[src/rtl/pio_seq_pkg.sv]
package pio_seq_pkg;

    localparam int MODE_W   = 3;
    localparam int MAX_MODE = 4;
    localparam int OFS_W    = 3;
    localparam int BYTE_W   = 8;
    localparam int WORD_W   = 16;
    localparam int NUM_REGS = 5;
    localparam int ENV_LEN  = 5;

    // Offsets decoded by the configuration window
    localparam logic [OFS_W-1:0] OFS_RD_TIM  = 3'd0;
    localparam logic [OFS_W-1:0] OFS_UNLOCKR = 3'd1;
    localparam logic [OFS_W-1:0] OFS_WR_TIM  = 3'd1;
    localparam logic [OFS_W-1:0] OFS_LOCK    = 3'd2;
    localparam logic [OFS_W-1:0] OFS_CTRL    = 3'd3;
    localparam logic [OFS_W-1:0] OFS_CLKPRB  = 3'd5;
    localparam logic [OFS_W-1:0] OFS_MISC    = 3'd6;

    localparam logic [BYTE_W-1:0] VAL_UNLOCK = 8'h03;
    localparam logic [BYTE_W-1:0] VAL_RELOCK = 8'h83;
    localparam logic [BYTE_W-1:0] VAL_CTRL   = 8'h85;
    localparam logic [BYTE_W-1:0] VAL_PROBE  = 8'hFF;

    typedef enum logic [1:0] {
        ST_IDLE,
        ST_PROBE_WR,
        ST_PROBE_RD,
        ST_ENV
    } seq_state_e;

    typedef struct packed {
        logic              we;
        logic              word;
        logic [OFS_W-1:0]  ofs;
        logic [BYTE_W-1:0] data;
    } bus_op_t;

    function automatic logic [MODE_W-1:0] clamp_mode(input logic [MODE_W-1:0] m);
        return (m > MODE_W'(MAX_MODE)) ? MODE_W'(MAX_MODE) : m;
    endfunction

    function automatic logic [BYTE_W-1:0] setup_entry(input logic ck,
                                                      input logic [MODE_W-1:0] m);
        logic [BYTE_W-1:0] v;
        case (m)
            3'd0:    v = ck ? 8'h20 : 8'h30;
            3'd1:    v = 8'h20;
            3'd2:    v = ck ? 8'h10 : 8'h20;
            default: v = 8'h10;
        endcase
        return v;
    endfunction

    function automatic logic [BYTE_W-1:0] recov_entry(input logic ck,
                                                      input logic [MODE_W-1:0] m);
        logic [BYTE_W-1:0] v;
        case (m)
            3'd0:    v = ck ? 8'h58 : 8'h6B;
            3'd1:    v = ck ? 8'h44 : 8'h56;
            3'd2:    v = ck ? 8'h32 : 8'h42;
            3'd3:    v = ck ? 8'h22 : 8'h32;
            default: v = ck ? 8'h21 : 8'h31;
        endcase
        return v;
    endfunction

endpackage

[src/rtl/pio_timing_lut.sv]
module pio_timing_lut
    import pio_seq_pkg::*;
(
    input  logic              clk_sel,
    input  logic [MODE_W-1:0] own_mode,
    input  logic [MODE_W-1:0] pair_mode,
    input  logic              pair_valid,
    output logic [BYTE_W-1:0] recov_val,
    output logic [BYTE_W-1:0] setup_val
);
    logic [BYTE_W-1:0] own_setup;
    logic [BYTE_W-1:0] pair_setup;

    always_comb begin
        own_setup  = setup_entry(clk_sel, own_mode);
        pair_setup = setup_entry(clk_sel, pair_mode);
        recov_val  = recov_entry(clk_sel, own_mode);
        setup_val  = (pair_valid && (pair_setup > own_setup)) ? pair_setup : own_setup;
    end

    always_comb begin
        AST_SETUP_COVERS_PAIR: assert (!pair_valid || setup_val >= pair_setup);
    end

endmodule

[src/rtl/pio_bus_op_gen.sv]
module pio_bus_op_gen
    import pio_seq_pkg::*;
#(
    parameter int GRP_W = 3,
    parameter int PH_W  = 3
) (
    input  seq_state_e        state,
    input  logic [GRP_W-1:0]  grp,
    input  logic [PH_W-1:0]   ph,
    input  logic              drive,
    input  logic [BYTE_W-1:0] recov_val,
    input  logic [BYTE_W-1:0] setup_val,
    output bus_op_t           op
);
    bus_op_t reg_op;

    // Register payload chosen by group index; order is part of the behaviour
    always_comb begin
        reg_op = '{we: 1'b1, word: 1'b0, ofs: OFS_MISC, data: BYTE_W'(drive)};
        case (grp)
            3'd0: reg_op = '{we: 1'b1, word: 1'b0, ofs: OFS_MISC,   data: BYTE_W'(drive)};
            3'd1: reg_op = '{we: 1'b1, word: 1'b0, ofs: OFS_RD_TIM, data: recov_val};
            3'd2: reg_op = '{we: 1'b1, word: 1'b0, ofs: OFS_WR_TIM, data: recov_val};
            3'd3: reg_op = '{we: 1'b1, word: 1'b0, ofs: OFS_MISC,   data: setup_val};
            default: reg_op = '{we: 1'b1, word: 1'b0, ofs: OFS_CTRL, data: VAL_CTRL};
        endcase
    end

    always_comb begin
        op = '{we: 1'b0, word: 1'b0, ofs: '0, data: '0};
        case (state)
            ST_PROBE_WR: op = '{we: 1'b1, word: 1'b0, ofs: OFS_CLKPRB, data: VAL_PROBE};
            ST_PROBE_RD: op = '{we: 1'b0, word: 1'b1, ofs: OFS_CLKPRB, data: '0};
            ST_ENV: begin
                case (ph)
                    3'd0, 3'd1: op = '{we: 1'b0, word: 1'b1, ofs: OFS_UNLOCKR, data: '0};
                    3'd2:       op = '{we: 1'b1, word: 1'b0, ofs: OFS_LOCK, data: VAL_UNLOCK};
                    3'd3:       op = reg_op;
                    default:    op = '{we: 1'b1, word: 1'b0, ofs: OFS_LOCK, data: VAL_RELOCK};
                endcase
            end
            default: ;
        endcase
    end

    always_comb begin
        AST_READS_ARE_WORD: assert (op.we || op.word || state == ST_IDLE);
    end

endmodule

[src/rtl/pio_timing_seq.sv]
module pio_timing_seq
    import pio_seq_pkg::*;
#(
    parameter int GRP_W = 3,
    parameter int PH_W  = 3
) (
    input  logic               clk,
    input  logic               rst,
    input  logic               start,
    input  logic               drive_sel,
    input  logic [2:0]         pio_mode,
    input  logic [2:0]         partner_mode,
    input  logic               partner_present,
    output logic               bus_req,
    output logic               bus_we,
    output logic               bus_word,
    output logic [2:0]         bus_addr,
    output logic [7:0]         bus_wdata,
    input  logic               bus_ack,
    input  logic [15:0]        bus_rdata,
    output logic               done
);
    localparam logic [GRP_W-1:0] LAST_GRP = GRP_W'(NUM_REGS - 1);
    localparam logic [PH_W-1:0]  LAST_PH  = PH_W'(ENV_LEN - 1);

    seq_state_e        state_q;
    logic [GRP_W-1:0]  grp_q;
    logic [PH_W-1:0]   ph_q;
    logic              drive_q;
    logic [MODE_W-1:0] mode_q;
    logic [MODE_W-1:0] pmode_q;
    logic              pvalid_q;
    logic              clk_sel_q;
    logic              done_q;
    logic              xfer;
    logic [BYTE_W-1:0] recov_val;
    logic [BYTE_W-1:0] setup_val;
    bus_op_t           op;

    assign xfer = bus_req && bus_ack;

    always_ff @(posedge clk) begin
        if (rst) begin
            state_q   <= ST_IDLE;
            grp_q     <= '0;
            ph_q      <= '0;
            drive_q   <= 1'b0;
            mode_q    <= '0;
            pmode_q   <= '0;
            pvalid_q  <= 1'b0;
            clk_sel_q <= 1'b0;
            done_q    <= 1'b0;
        end else begin
            done_q <= 1'b0;
            case (state_q)
                ST_IDLE: begin
                    if (start) begin
                        drive_q  <= drive_sel;
                        mode_q   <= clamp_mode(pio_mode);
                        pmode_q  <= clamp_mode(partner_mode);
                        pvalid_q <= partner_present;
                        grp_q    <= '0;
                        ph_q     <= '0;
                        state_q  <= ST_PROBE_WR;
                    end
                end
                ST_PROBE_WR: if (xfer) state_q <= ST_PROBE_RD;
                ST_PROBE_RD: begin
                    if (xfer) begin
                        clk_sel_q <= bus_rdata[0];
                        state_q   <= ST_ENV;
                    end
                end
                default: begin
                    if (xfer) begin
                        if (ph_q == LAST_PH) begin
                            ph_q <= '0;
                            if (grp_q == LAST_GRP) begin
                                state_q <= ST_IDLE;
                                done_q  <= 1'b1;
                            end else begin
                                grp_q <= grp_q + 1'b1;
                            end
                        end else begin
                            ph_q <= ph_q + 1'b1;
                        end
                    end
                end
            endcase
        end
    end

    pio_timing_lut u_lut (
        .clk_sel    (clk_sel_q),
        .own_mode   (mode_q),
        .pair_mode  (pmode_q),
        .pair_valid (pvalid_q),
        .recov_val  (recov_val),
        .setup_val  (setup_val)
    );

    pio_bus_op_gen #(.GRP_W(GRP_W), .PH_W(PH_W)) u_opgen (
        .state     (state_q),
        .grp       (grp_q),
        .ph        (ph_q),
        .drive     (drive_q),
        .recov_val (recov_val),
        .setup_val (setup_val),
        .op        (op)
    );

    assign bus_req   = (state_q != ST_IDLE);
    assign bus_we    = op.we;
    assign bus_word  = op.word;
    assign bus_addr  = op.ofs;
    assign bus_wdata = op.data;
    assign done      = done_q;

    AST_REQ_HELD: assert property (@(posedge clk) disable iff (rst)
        (bus_req && !bus_ack) |=> (bus_req && $stable(bus_we) && $stable(bus_word)
                                   && $stable(bus_addr) && $stable(bus_wdata)));
    AST_DONE_ONE_CYCLE: assert property (@(posedge clk) disable iff (rst)
        done |=> !done);
    AST_DONE_AFTER_RELOCK: assert property (@(posedge clk) disable iff (rst)
        done |-> $past(bus_req && bus_ack && bus_we && bus_addr == OFS_LOCK
                       && bus_wdata == VAL_RELOCK));
    AST_REQ_DROP_WITH_DONE: assert property (@(posedge clk) disable iff (rst)
        $fell(bus_req) |-> done);
    AST_BUSY_START_IGNORED: assert property (@(posedge clk) disable iff (rst)
        (bus_req && start) |=> ($stable(drive_q) && $stable(mode_q)
                                && $stable(pmode_q) && $stable(pvalid_q)));
    AST_MODE_CLAMPED: assert property (@(posedge clk) disable iff (rst)
        bus_req |-> (mode_q <= MODE_W'(MAX_MODE) && pmode_q <= MODE_W'(MAX_MODE)));

endmodule

[config.mk]
export PLATFORM = sky130hd
export DESIGN_NAME = pio_timing_seq
export DESIGN_NICKNAME = d
export VERILOG_FILES = /design/src/rtl/pio_seq_pkg.sv /design/src/rtl/pio_timing_lut.sv /design/src/rtl/pio_bus_op_gen.sv /design/src/rtl/pio_timing_seq.sv
export SDC_FILE = /design/constraint.sdc
export NUM_CORES = 1
export LEC_CHECK = 0
export ABC_CLOCK_PERIOD_IN_PS = 1850
export BUFFER_PORTS_ARGS = -buffer_cell sky130_fd_sc_hd__buf_2
export CORE_ASPECT_RATIO = 1.75
export CORE_MARGIN = 2
export CORE_UTILIZATION = 46
export CTS_CLUSTER_DIAMETER = 150
export DETAILED_ROUTE_END_ITERATION = 12
export GPL_TIMING_DRIVEN = 1
export PLACE_DENSITY = 0.79
export SLEW_MARGIN = 20
export SYNTH_ARGS = -nofsm -noshare
export SYNTH_HDL_FRONTEND = slang
export SYNTH_SLANG_ARGS = --single-unit
[constraint.sdc]
create_clock -name clk -period 1.85 [get_ports clk]
set_input_delay 0.0925 -clock clk [delete_from_list [all_inputs] [get_ports clk]]
set_output_delay 0.0925 -clock clk [all_outputs]
set_load 0.01 [all_outputs]
==> impl_summary.log, run 1 <==
INFO  metric cts_num_sinks = 18
INFO  metric setup.worst_path.end_class = primary output
INFO  metric ioPinCount = 43
INFO  metric grt.total_usage = 26.96%
INFO  metric nets = 289
INFO  metric grt_remaining_overflow = 0
INFO  metric reg2reg_depth = 6
INFO  metric fin_worst_skew = 0.003191 ns
INFO  metric power.density_cell_area = 1275 nW/um2
INFO  metric critical_path.max_stage_delay = 0.35 ns
INFO  metric ffs_w_async_s_r_synth = 0%
INFO  metric pwr-share-seq = 18.6%
INFO  metric postSynthCellCount = ~180
INFO  metric crit-reg2reg-launch = state_q[0]
INFO  metric synth-seq-area-share = 26.45%
INFO  metric grt_max_degree = 19
INFO  metric row_count = 26
INFO  metric worst-endpoint-arrival = 2.26 ns
INFO  metric failed_checks = setup timing
INFO  metric cp_max_fo = 4
INFO  metric start_util = 47.60%
INFO  metric max_cap_violations = 0
INFO  metric drt_iter0_markers = between 80 and 90
INFO  metric timing.final.setup_violations = 9
INFO  metric worst_hold_slack = 0.07130 ns
INFO  metric clkPwrFrac = ~12%
INFO  metric post-route-cell-area = 2236 um2
INFO  metric ant_nets = 0
INFO  metric postRouteWirelength = approximately 5.3 mm
INFO  metric io_buffers = 27
INFO  metric worst-r2r-setup-slack = 0.06 ns
INFO  metric criticalPathCategory = flop to primary output
INFO  metric clk_pin_slew_worst_paths = 0.07 ns
INFO  metric gp_congestion = 0.9008
INFO  metric holdCritStartpoint = drive_sel
INFO  metric finalMaxSlewViolations = 0
INFO  metric cts_inserted_buffers = 3
INFO  metric dp.cells = between 200 and 300
INFO  metric achievable-frequency = 0.4243 GHz
INFO  metric layout-area-overhead-vs-synth = 64.10%
INFO  metric p_comb_share = 69.8%
INFO  metric cts-hold-fix-buffers = 0
INFO  metric post_placement_cell_area = 1725 um2
INFO  metric cts_tree = yes
INFO  metric final_cell_count_without_fillers = about 270
INFO  metric synthesis.yosys.warnings = 0
INFO  metric swShare = 45.07%
INFO  metric route.detailed.drc = 0
INFO  metric wl_per_cell = 19.61 um
INFO  metric first_global_vias = around 1500
INFO  metric number_of_optimization_iterations_in_the_first_detailed_route_pass = 4
INFO  metric wire_length_of_the_first_global_routing_pass = ~7 mm
INFO  metric internal-power = 1566 uW
INFO  metric cp.buffers_inverters = 2
INFO  metric yosys_register_bits = 18
INFO  metric h-tree-depth = 1
INFO  metric die_area = roughly 3400 um2
INFO  metric worstPathRequired = 1.76 ns
INFO  metric synth_largest_type_area_fraction = about a quarter
INFO  metric antenna_cells_inserted = 0
INFO  metric cpLargestDelayFamily = compound AO/OA/AOI/OAI gates
INFO  metric grt_setup_unrepaired = true
INFO  metric most_instantiated_flip_flop_cell_in_the_synthesis_netlist = dfxtp_1
INFO  metric cellLeakagePower = around 0.00097 uW
INFO  metric ctsRootBufferMaster = clkbuf_8
INFO  metric antenna_found_initial = 0
INFO  metric die_h = between 70 and 80 um
INFO  metric vias = 1648
INFO  metric yosysMostFrequentCell = a21oi_1
INFO  metric min_path_type = primary input to flop
INFO  metric critical_path.slowest_cell = mux2_4
INFO  metric worstSkewPairLatency = 0.26 ns
INFO  metric tightest_slew = 0.4784 ns
INFO  metric period_minus_slack = 2.357 ns
INFO  metric fp.coreArea = 2863 um2
INFO  metric regToRegEndpoint = grp_q[1]
INFO  metric dp_worst_setup_slack = -0.2507 ns
INFO  metric p_switching = 1285 uW
INFO  metric min_to = drive_q
INFO  metric mapped_area = 1363 um2
INFO  metric fp.dieW = 45.14 um
INFO  metric post_synth_num_cell_types = 42
INFO  metric syn_nets = 222
INFO  metric post_route_cells_drive_above_1_share = about half
INFO  metric worstSetupStartpointType = flop
INFO  metric synth_edf_count = 0
INFO  metric vias_cell = 6.081
INFO  metric ranking_of_synthesized_cells_by_area = dfxtp_1, ha_1, a21oi_1
INFO  metric postLayoutSetupSlackWorst = -0.5066 ns
INFO  metric outcome = finished, violations left
INFO  metric crit_path_cell_trace = o21a_1 -> nor2_2 -> inv_2 -> ha_4 -> nor2b_4 -> o211ai_1 -> mux2_4 -> o21ai_4 -> buf_6
INFO  metric timing.slew.headroom = 67.96%
INFO  metric avgSynthCellArea = 7.698 um2
INFO  metric ctsLongestPathBuffers = 2
INFO  metric hold_path_depth = 3
INFO  metric min_period_over_period = 127.4%
INFO  metric synth_common_cells = a21oi_1, dfxtp_1, nor2_1
INFO  metric vdd_ir_drop_max = 0.0009518 V
INFO  metric post-dp-hpwl = 2.962 mm
INFO  metric number_of_hold_violations_in_the_final_report = 0
INFO  metric yosys.area.top_type = dfxtp_1
per-stage QoR:
stage,setup TNS (ns),util (%),total power [uW]
6_report,-2.222,78.10,2851
3_5_place_dp,-0.4857,60.27,2003
4_1_cts,-1.317,71.07,2522
3_3_place_gp,-0.3398,60.27,1980
2_1_floorplan,-0.1894,-,1427
5_1_grt,-2.709,78.10,3018
timing repair:
item / 4_1_cts / 5_1_grt
endpoints found under the hold margin: 0 / 0
gates resized for setup: 49 / 30
pin swaps: 12 / 13
setup buffers: 11 / 5
endpoints found under the setup margin: 13 / 12
cells by family after synthesis:
kind of cell / count (synthesis) / synth area share [%]
simple gates: 67 / 25.25
mux: 5 / 3.857
buf+inv: 16 / 4.408
flops: 18 / 26.45
compound gates: 53 / 23.78
xor+xnor: 1 / 0.6429
fa+ha+maj: 17 / 15.61
worst max path at each step:
stage | from | cells past startpoint | slack (ns) | to
2_1_floorplan | clk_sel_q | 9 | -0.18 | bus_wdata[4]
3_3_place_gp | clk_sel_q | 9 | -0.19 | bus_wdata[4]
3_5_place_dp | clk_sel_q | 9 | -0.25 | bus_wdata[4]
4_1_cts | clk_sel_q | 9 | -0.48 | bus_wdata[4]
5_1_grt | clk_sel_q | 8 | -0.60 | bus_wdata[4]
6_report | clk_sel_q | 9 | -0.51 | bus_wdata[4]
routing by layer:
layer	part of all wire, %	up-vias	track usage, %	wire (um)
met4	5.8	0	12.94	310
met3	4.9	25	4.028	262
met1	36	792	29.31	1896
li1	-	762	-	-
met2	54	69	47.43	2843
met5	0	-	0	0
tightest hold or removal path: stages:
cell	delay, ns
buf_2	0.09
nand3_1	0.05
a21oi_1	0.05
cell type report:
type	count	area (um2)
well taps	28	35.03
inverters	11	46.29
repair buffers	67	483.0
flip-flops and latches	18	379.1
multi-input cells	143	1237
fillers	173	626.9
clock buffers	4	55.05
placed cells by master (no fill, tap or decap), drive strengths merged, types with 2 or more instances in the layout:
master  count
nand2      17
buf        67
mux2        2
nor2b       3
a21oi      21
o21ai      13
a22oi       2
ha         17
nand3       8
nor3b       5
mux2i       3
or4         2
inv        11
dfxtp      18
nor3        4
nor2       18
o21ba       3
clkbuf      4
o21a        2
or3         3
a31oi       2
power by group through the flow:
stage	registers, uW	logic [uW]	clock network, uW
3_5_place_dp	505	1500	0
5_1_grt	535	2130	357
2_1_floorplan	517	910	0
3_3_place_gp	501	1480	0
4_1_cts	517	1670	332
6_report	531	1990	330
registers in the layout (all words and copies together), names as in the netlist:
name / flops
clk_sel_q: 1
pmode_q: 3
drive_q: 1
pvalid_q: 1
done: 1
grp_q: 3
state_q: 2
mode_q: 3
ph_q: 3
(Power assumes the default switching activity.)
==> run 2: changes to the inputs <==
--- a/config.mk
+++ b/config.mk
@@ -5,6 +5,7 @@
 export SDC_FILE = /design/constraint.sdc
 export NUM_CORES = 1
 export LEC_CHECK = 0
+export ABC_AREA = 1
 export ABC_CLOCK_PERIOD_IN_PS = 1850
 export BUFFER_PORTS_ARGS = -buffer_cell sky130_fd_sc_hd__buf_2
 export CORE_ASPECT_RATIO = 1.75
==> impl_summary.log, run 2 <==
INFO  metric period_minus_slack = 2.106 ns (-0.2503 ns)
INFO  metric main_combinational_cell_family_by_area_after_synthesis = simple AND/OR/NAND/NOR gates
INFO  metric cp_common_cell = nand2_1
INFO  metric finalMaxSlewViolations = 0 (unchanged)
INFO  metric row_count = 26 (unchanged)
INFO  metric wl_met2 = 1.923 mm (-32%)
INFO  metric yosys.area_share.xor_xnor = 0% (-0.64 points)
INFO  metric antenna_found_initial = 0 (unchanged)
INFO  metric yosys.area_share.simple = 28.27% (+3.0 points)
INFO  metric max_cap_violations = 0 (unchanged)
INFO  metric outcome = finished, violations left
INFO  metric cts_tree = yes
INFO  metric worst_hold_slack = 0.07367 ns (+0.002371 ns)
INFO  metric swShare = 48.19% (+3.1 points)
INFO  metric critical_path.slowest_cell = dfxtp_2
INFO  metric layout.core_utilization = 63.72% (-14 points)
INFO  metric finalSetupTns = -0.4825 ns (+1.739 ns)
INFO  metric worstSetupStartpointType = flop
INFO  metric start_util = 47.77% (+0.17 points)
INFO  metric setup.worst_path.end_class = primary output
INFO  metric route.detailed.drc = 0 (unchanged)
INFO  metric regToRegEndpoint = grp_q[0]
INFO  metric most-common-layout-cells = nand2_1, inv_1, buf_2, nor2_1, buf_4
INFO  metric grt.total_usage = 20.82% (-6.1 points)
INFO  metric topRoutingLayerUsed = met4
INFO  metric clkPwrFrac = 12.0% (+0.4 points)
INFO  metric cts_num_sinks = 18 (unchanged)
INFO  metric holdCritStartpoint = partner_mode[1]
INFO  metric reg2reg_depth = 9 (+3)
INFO  metric synth-seq-area-share = 26.35% (-0.097 points)
INFO  metric timing.final.setup_violations = 2 (-7)
INFO  metric fp.dieW = 45.22 um (+0.17%)
INFO  metric synth_largest_type_area_fraction = 26.35% (-0.097 points)
INFO  metric h-tree-depth = 1 (unchanged)
INFO  metric ffs_w_async_s_r_synth = 0% (unchanged)
INFO  metric number_of_hold_violations_in_the_final_report = 0 (unchanged)
INFO  metric worstSkewPairLatency = 0.26 ns (about the same)
INFO  metric number_of_optimization_iterations_in_the_first_detailed_route_pass = 4 (unchanged)
INFO  metric power.density_cell_area = 1507 nW/um2 (+18%)
INFO  metric layout-area-overhead-vs-synth = 33.39%
INFO  metric tightest_slew = 0.3483 ns (-0.1302 ns)
INFO  metric achievable-frequency = 0.4748 GHz (+12%)
INFO  metric vias = 1466 (-11%)
INFO  metric cts_inserted_buffers = 3 (unchanged)
INFO  metric gp_congestion = 0.9148 (+1.6%)
INFO  metric crit_path_cell_trace = nor2_2 -> nor2_1 -> nor2_1 -> inv_1 -> a21oi_2 -> ha_1 -> nand2_1 -> nand2_2 -> a21oi_2 -> nand3_1 -> nand3_1 -> nand2_1 -> nand2_1 -> nand2_1 -> buf_2
INFO  metric most_instantiated_flip_flop_cell_in_the_synthesis_netlist = dfxtp_1
INFO  metric ctsLongestPathBuffers = 2 (unchanged)
INFO  metric criticalPathCategory = flop to primary output
INFO  metric dp_worst_setup_slack = -0.1029 ns (+0.1478 ns)
INFO  metric die_h = 76.13 um (+0.18%)
INFO  metric final_common_cell = nand2_1
INFO  metric post_route_cells_drive_above_1_share = 35.29% (-16 points)
INFO  metric failed_checks = setup timing
INFO  metric timing.slew.headroom = 76.78% (+8.8 points)
INFO  metric first_global_vias = 1439 (-4.8%)
INFO  metric synth_compound_gate_area_share = 19.03% (-4.8 points)
INFO  metric critical_path.max_stage_delay = 0.34 ns (about the same)
INFO  metric grt_remaining_overflow = 0 (unchanged)
INFO  metric synth.area.mux_share = 0% (-3.9 points)
INFO  metric wl_met1 = 1.274 mm (-33%)
INFO  metric wire_length_of_the_first_global_routing_pass = 5.520 mm (-21%)
INFO  metric postSynthCellCount = 209 (+18%)
INFO  metric yosys_register_bits = 18 (unchanged)
INFO  metric synth_edf_count = 0 (unchanged)
INFO  metric dr_wl_met3 = 73 um (-72%)
INFO  metric post_synth_num_cell_types = 24 (-43%)
INFO  metric fp.coreArea = 2863 um2 (unchanged)
INFO  metric ioPinCount = 43 (unchanged)
INFO  metric yosys.area.top_type = dfxtp_1
INFO  metric grt_setup_unrepaired = true
INFO  metric wl_per_cell = 11.85 um (-40%)
INFO  metric min_path_type = primary input to flop
INFO  metric io_buffers = 27 (unchanged)
INFO  metric yosysMostFrequentCell = nand2_1
INFO  metric power = 2749 uW (-3.6%)
INFO  metric pwr-share-seq = 21.7% (+3.1 points)
INFO  metric synthAdderAreaFrac = 15.55% (-0.057 points)
INFO  metric crit-reg2reg-launch = state_q[0]
INFO  metric synthesis.yosys.warnings = 0 (unchanged)
INFO  metric vias_cell = 5.180 (-15%)
INFO  metric postLayoutSetupSlackWorst = -0.2563 ns (+0.2503 ns)
INFO  metric antenna_cells_inserted = 0 (unchanged)
INFO  metric postRouteWirelength = 3.354 mm (-37%)
INFO  metric post-dp-hpwl = 2.582 mm (-13%)
INFO  metric worstPathRequired = 1.76 ns (about the same)
INFO  metric mapped_area = 1368 um2 (+0.37%)
INFO  metric nets = 301 (+4.2%)
INFO  metric ctsRootBufferMaster = clkbuf_8
INFO  metric min_to = pmode_q[1]
INFO  metric min_period_over_period = 113.9% (-14 points)
INFO  metric hold_path_depth = 3 (unchanged)
INFO  metric vdd_ir_drop_max = 0.001332 V (+40%)
INFO  metric die_area = 3442 um2 (+0.34%)
INFO  metric syn_nets = 254 (+14%)
INFO  metric nFillCells = 250 (+45%)
INFO  metric internal-power = 1424 uW (-9.1%)
INFO  metric cts-hold-fix-buffers = 0 (unchanged)
INFO  metric cp_max_fo = 3 (-1)
INFO  metric ranking_of_synthesized_cells_by_area = dfxtp_1, ha_1, nand2_1
INFO  metric p_comb_share = 66.3% (-3.5 points)
INFO  metric p_switching = 1325 uW (+3.1%)
INFO  metric grt_max_degree = 19 (unchanged)
INFO  metric avgSynthCellArea = 6.543 um2 (-15%)
INFO  metric worst-endpoint-arrival = 2.01 ns (-0.25 ns)
INFO  metric ant_nets = 0 (unchanged)
INFO  metric cellLeakagePower = 0.0009299 uW (-4.0%)
INFO  metric worst-r2r-setup-slack = 0.21 ns (+0.15 ns)
INFO  metric synth_common_cells = nand2_1, inv_1, nor2_1
INFO  metric clk_pin_slew_worst_paths = 0.07 ns (about the same)
INFO  metric drt_iter0_markers = 18 (-79%)
INFO  metric fin_worst_skew = 0.004708 ns (+0.001516 ns)
run 2: changes by cell type in the layout (fill, tap and decap cells not counted), moves of 8 or more:
cell | before | now
nand2_1 | 16 | 46
inv_1 | 5 | 27
buf_6 | 12 | 0
buf_4 | 29 | 18
ha_4 | 10 | 1
a21oi_1 | 18 | 10
run 2: stage by stage:
stage / cells / cell area [um2]
final: 283 / 1824
after global routing: 283 / 1824
after CTS: 279 / 1718
after detailed placement: 274 / 1623
after global placement: 274 / 1623
after floorplan: 209 / 1368
run 2: cell families (layout without fill, tap and decap cells):
group / Yosys count / after routing
AO/OA/AOI/OAI: 41 / 41
adder cells (fa/ha/maj): 17 / 17
AND/OR/NAND/NOR: 94 / 94
buffers and inverters: 39 / 85
flip-flops: 18 / 18
run 2: how the worst max path moves through the flow:
stage	from	to	slack, ns	cells past startpoint
finish	clk_sel_q	bus_wdata[4]	-0.26	15
global route	pmode_q[0]	bus_wdata[5]	-0.44	15
CTS	clk_sel_q	bus_wdata[4]	-0.31	15
detailed placement	clk_sel_q	bus_wdata[4]	-0.10	15
global placement	mode_q[2]	bus_wdata[4]	-0.07	14
floorplan	pmode_q[0]	bus_wdata[4]	0.16	14
run 2: per-layer routing:
layer,vias up,track usage [%]
met5,-,0
met4,0,8.824
met3,9,2.370
met2,24,40.57
met1,669,19.62
li1,764,-
run 2: timing repair:
action / 4_1_cts / 5_1_grt
gates resized for setup: 15 / 28
hold endpoints to repair: 0 / 0
pin swaps: 4 / 12
setup endpoints to repair: 9 / 11
setup buffers: 1 / 4
run 2: power groups by stage:
| stage | registers [uW] | logic [uW] | clock network, uW |
|---|---|---|---|
| 6_report | 597 | 1820 | 329 |
| 5_1_grt | 606 | 2050 | 345 |
| 4_1_cts | 575 | 1660 | 332 |
| 3_5_place_dp | 575 | 1610 | 0 |
| 3_3_place_gp | 571 | 1580 | 0 |
| 2_1_floorplan | 560 | 1140 | 0 |
run 2: worst max-delay path: cells and delay by family (launching register included):
| family | cells | cell delay, ns |
|---|---|---|
| buffers and inverters | 2 | 0.23 |
| AOI/OAI and AO/OA | 2 | 0.25 |
| DFF | 1 | 0.34 |
| adders and majority gates | 1 | 0.24 |
| and+or+nand+nor | 10 | 0.71 |
run 2: cell type report:
| class | count | area (um2) | area share [%] |
|---|---|---|---|
| inverter | 36 | 137.6 | 7.545 |
| timing repair buffer | 45 | 270.3 | 14.81 |
| sequential | 18 | 375.4 | 20.58 |
| clock buffer | 4 | 55.05 | 3.018 |
| tap | 28 | 35.03 | 1.920 |
| multi-input combinational | 152 | 950.9 | 52.13 |
==> run 3: changes to the inputs <==
--- a/config.mk
+++ b/config.mk
@@ -10,7 +10,7 @@
 export BUFFER_PORTS_ARGS = -buffer_cell sky130_fd_sc_hd__buf_2
 export CORE_ASPECT_RATIO = 1.75
 export CORE_MARGIN = 2
-export CORE_UTILIZATION = 46
+export CORE_UTILIZATION = 47
 export CTS_CLUSTER_DIAMETER = 150
 export DETAILED_ROUTE_END_ITERATION = 12
 export GPL_TIMING_DRIVEN = 1
@@ -18,4 +18,6 @@
 export SLEW_MARGIN = 20
 export SYNTH_ARGS = -nofsm -noshare
 export SYNTH_HDL_FRONTEND = slang
+export SYNTH_HIERARCHICAL = 1
 export SYNTH_SLANG_ARGS = --single-unit
+export TNS_END_PERCENT = 5
==> impl_summary.log, run 3 <==
INFO  metric min_to = mode_q[0]
INFO  metric postSynthCellCount = 257 (+23%)
INFO  metric worst-endpoint-arrival = 1.95 ns (-0.06 ns)
INFO  metric min_period_over_period = 110.2% (-3.7 points)
INFO  metric power = 2455 uW (-11%)
INFO  metric wl_met2 = 2.046 mm (+6.4%)
INFO  metric antenna_cells_inserted = 0 (unchanged)
INFO  metric vdd_ir_drop_max = 0.0008462 V (-36%)
INFO  metric drt_iter0_markers = 37 (+19)
INFO  metric final_common_cell = nand2_1
INFO  metric mapped_area = 1545 um2 (+13%)
INFO  metric gp_congestion = 0.8040 (-12%)
INFO  metric die_h = 79.85 um (+4.9%)
INFO  metric most_instantiated_flip_flop_cell_in_the_synthesis_netlist = dfxtp_1
INFO  metric cts_tree = yes
INFO  metric start_util = 49.18% (+1.4 points)
INFO  metric achievable-frequency = 0.4905 GHz (+3.3%)
INFO  metric layout.core_utilization = 62.84% (-0.88 points)
INFO  metric setup.worst_path.end_class = primary output
INFO  metric yosysMostFrequentCell = nand2_1
INFO  metric synth_largest_type_area_fraction = 23.32% (-3.0 points)
INFO  metric synth-seq-area-share = 23.32% (-3.0 points)
INFO  metric cts-hold-fix-buffers = 0 (unchanged)
INFO  metric worstPathRequired = 1.76 ns (about the same)
INFO  metric grt.total_usage = 22.66% (+1.8 points)
INFO  metric final_cell_count_without_fillers = 347 (+23%)
INFO  metric synth_edf_count = 0 (unchanged)
INFO  metric crit-reg2reg-launch = state_q[0]
INFO  metric dp.cells = 334 (+22%)
INFO  metric nets = 343 (+14%)
INFO  metric reg2reg_depth = 8 (-1)
INFO  metric worstSkewPairLatency = 0.26 ns (about the same)
INFO  metric min_path_type = primary input to flop
INFO  metric vias_cell = 4.758 (-8.2%)
INFO  metric yosys_register_bits = 18 (unchanged)
INFO  metric avgSynthCellArea = 6.013 um2 (-8.1%)
INFO  metric power.density_cell_area = 1243 nW/um2 (-17%)
INFO  metric route.detailed.drc = 0 (unchanged)
INFO  metric cp_max_fo = 4 (+1)
INFO  metric critical_path.max_stage_delay = 0.36 ns (+0.02 ns)
INFO  metric dr_wl_met3 = 96 um (+32%)
INFO  metric ant_nets = 0 (unchanged)
INFO  metric fp.dieW = 47.35 um (+4.7%)
INFO  metric grt_max_degree = 12 (-7)
INFO  metric row_count = 27 (+3.8%)
INFO  metric fp.coreArea = 3142 um2 (+9.7%)
INFO  metric criticalPathCategory = flop to primary output
INFO  metric wl_per_cell = 10.61 um (-11%)
INFO  metric first_global_vias = 1564 (+8.7%)
INFO  metric period_minus_slack = 2.039 ns (-0.06755 ns)
INFO  metric fin_worst_skew = 0.006700 ns (+0.001992 ns)
INFO  metric cp.buffers_inverters = 2 (unchanged)
INFO  metric number_of_optimization_iterations_in_the_first_detailed_route_pass = 4 (unchanged)
INFO  metric ffs_w_async_s_r_synth = 0% (unchanged)
INFO  metric yosys.area.top_type = dfxtp_1
INFO  metric post_synth_num_cell_types = 28 (+17%)
INFO  metric vias = 1651 (+13%)
INFO  metric synthesis.yosys.warnings = 6 (+6)
INFO  metric finalSetupTns = -0.3558 ns (+0.1267 ns)
INFO  metric hold_path_depth = 3 (unchanged)
INFO  metric finalMaxSlewViolations = 0 (unchanged)
INFO  metric regToRegEndpoint = grp_q[2]
INFO  metric worstSetupStartpointType = flop
INFO  metric post_route_cells_drive_above_1_share = 29.28% (-6.0 points)
INFO  metric cpLargestDelayFamily = simple AND/OR/NAND/NOR gates
INFO  metric ranking_of_synthesized_cells_by_area = dfxtp_1, nand2_1, inv_1
INFO  metric max_cap_violations = 0 (unchanged)
INFO  metric ctsRootBufferMaster = clkbuf_8
INFO  metric worst-r2r-setup-slack = 0.30 ns (+0.09 ns)
INFO  metric outcome = finished, violations left
INFO  metric h-tree-depth = 1 (unchanged)
INFO  metric dp_worst_setup_slack = -0.05319 ns (+0.04972 ns)
INFO  metric clk_pin_slew_worst_paths = 0.06 ns (about the same)
INFO  metric critical_path.slowest_cell = dfxtp_4
INFO  metric layout-area-overhead-vs-synth = 27.77%
INFO  metric antenna_found_initial = 0 (unchanged)
INFO  metric cts_num_sinks = 18 (unchanged)
INFO  metric most-common-layout-cells = nand2_1, inv_1, nor2_1, buf_2, buf_4
INFO  metric cellLeakagePower = 0.001051 uW (+13%)
INFO  metric ioPinCount = 43 (unchanged)
INFO  metric post-dp-hpwl = 2.727 mm (+5.6%)
INFO  metric grt_remaining_overflow = 0 (unchanged)
INFO  metric wire_length_of_the_first_global_routing_pass = 6.437 mm (+17%)
INFO  metric worst-path-stages = 14 (-1)
INFO  metric crit_path_cell_trace = nor2_4 -> nand2_2 -> nand2_4 -> inv_2 -> ha_4 -> nand2_2 -> a21oi_2 -> nand2_1 -> nand2_1 -> nand2_1 -> nand2_1 -> nand2_1 -> nand2_1 -> buf_2
INFO  metric cts_inserted_buffers = 3 (unchanged)
INFO  metric failed_checks = setup timing
INFO  metric ctsLongestPathBuffers = 2 (unchanged)
INFO  metric holdCritStartpoint = pio_mode[0]
INFO  metric die_area = 3781 um2 (+9.8%)
INFO  metric postRouteWirelength = 3.680 mm (+9.7%)
INFO  metric number_of_hold_violations_in_the_final_report = 0 (unchanged)
INFO  metric postLayoutSetupSlackWorst = -0.1888 ns (+0.06755 ns)
INFO  metric synth_common_cells = nand2_1, inv_1, nor2_1
INFO  metric topRoutingLayerUsed = met4
INFO  metric io_buffers = 27 (unchanged)
INFO  metric timing.final.setup_violations = 2 (unchanged)
INFO  metric grt_setup_unrepaired = true
INFO  metric cp_common_cell = nand2_1
INFO  metric wl_met1 = 1.442 mm (+13%)
## run 3: changes by cell type after synthesis, sizes merged, moves of 6 or more
cell	before	now
ha	17	10
a211oi	8	1
nand2	51	89
nor2	27	35
nand3	13	19
## run 3: tightest hold or removal path, stage by stage
cell	delay, ns
buf_2	0.07
a22oi_1	0.06
nor2_1	0.08
## run 3: where the power goes
| part | leakage [uW] | internal [uW] | switching [uW] |
|---|---|---|---|
| registers | 0.000150 | 475 | 94.1 |
| clock network | 0.0000288 | 189 | 137 |
| logic | 0.000872 | 627 | 932 |
## run 3: final cells by class
type	count	area, um2
Clock buffer	4	55.05
Fill cell	296	1167
Inverter	41	156.4
Multi-Input combinational cell	196	1070
Sequential cell	18	369.1
Tap cell	43	53.80
Timing Repair Buffer	45	270.3
## run 3: routing by layer
| layer | track usage [%] | vias up |
|---|---|---|
| met5 | 0 | - |
| met4 | 9.722 | 0 |
| met3 | 2.036 | 8 |
| met2 | 40.68 | 31 |
| met1 | 25.00 | 732 |
| li1 | - | 880 |
## run 3: timing repair
item                       4_1_cts  5_1_grt
gates resized for setup         21        2
setup endpoints to repair        2        2
setup buffers                    6        3
pin swaps                       10        7
## run 3: cell families (layout without fill, tap and decap cells)
family,count (synthesis),in the layout,share of synthesized area [%]
compound gates,29,29,10.77
fa+ha+maj,10,10,8.097
buf+inv,49,90,13.60
other cells,1,7,0.2427
simple gates,148,148,42.83
xor+xnor,2,2,1.134
flops,18,18,23.32
## run 3: worst max path at each step
stage          startpoint            to  slack, ns
2_1_floorplan   mode_q[2]  bus_wdata[4]       0.15
3_3_place_gp    mode_q[2]  bus_wdata[4]       0.03
3_5_place_dp    mode_q[2]  bus_wdata[4]      -0.05
4_1_cts         mode_q[2]  bus_wdata[4]      -0.13
5_1_grt         clk_sel_q  bus_wdata[4]      -0.33
6_report        mode_q[2]  bus_wdata[4]      -0.19
## run 3: per-stage QoR
| stage | area (um2) | hold slack [ns] |
|---|---|---|
| after floorplan | 1568 | 0.2293 |
| after global placement | 1768 | 0.3314 |
| after detailed placement | 1768 | 0.3427 |
| after CTS | 1946 | 0.08339 |
| after global routing | 1974 | 0.1106 |
| final | 1974 | 0.08174 |
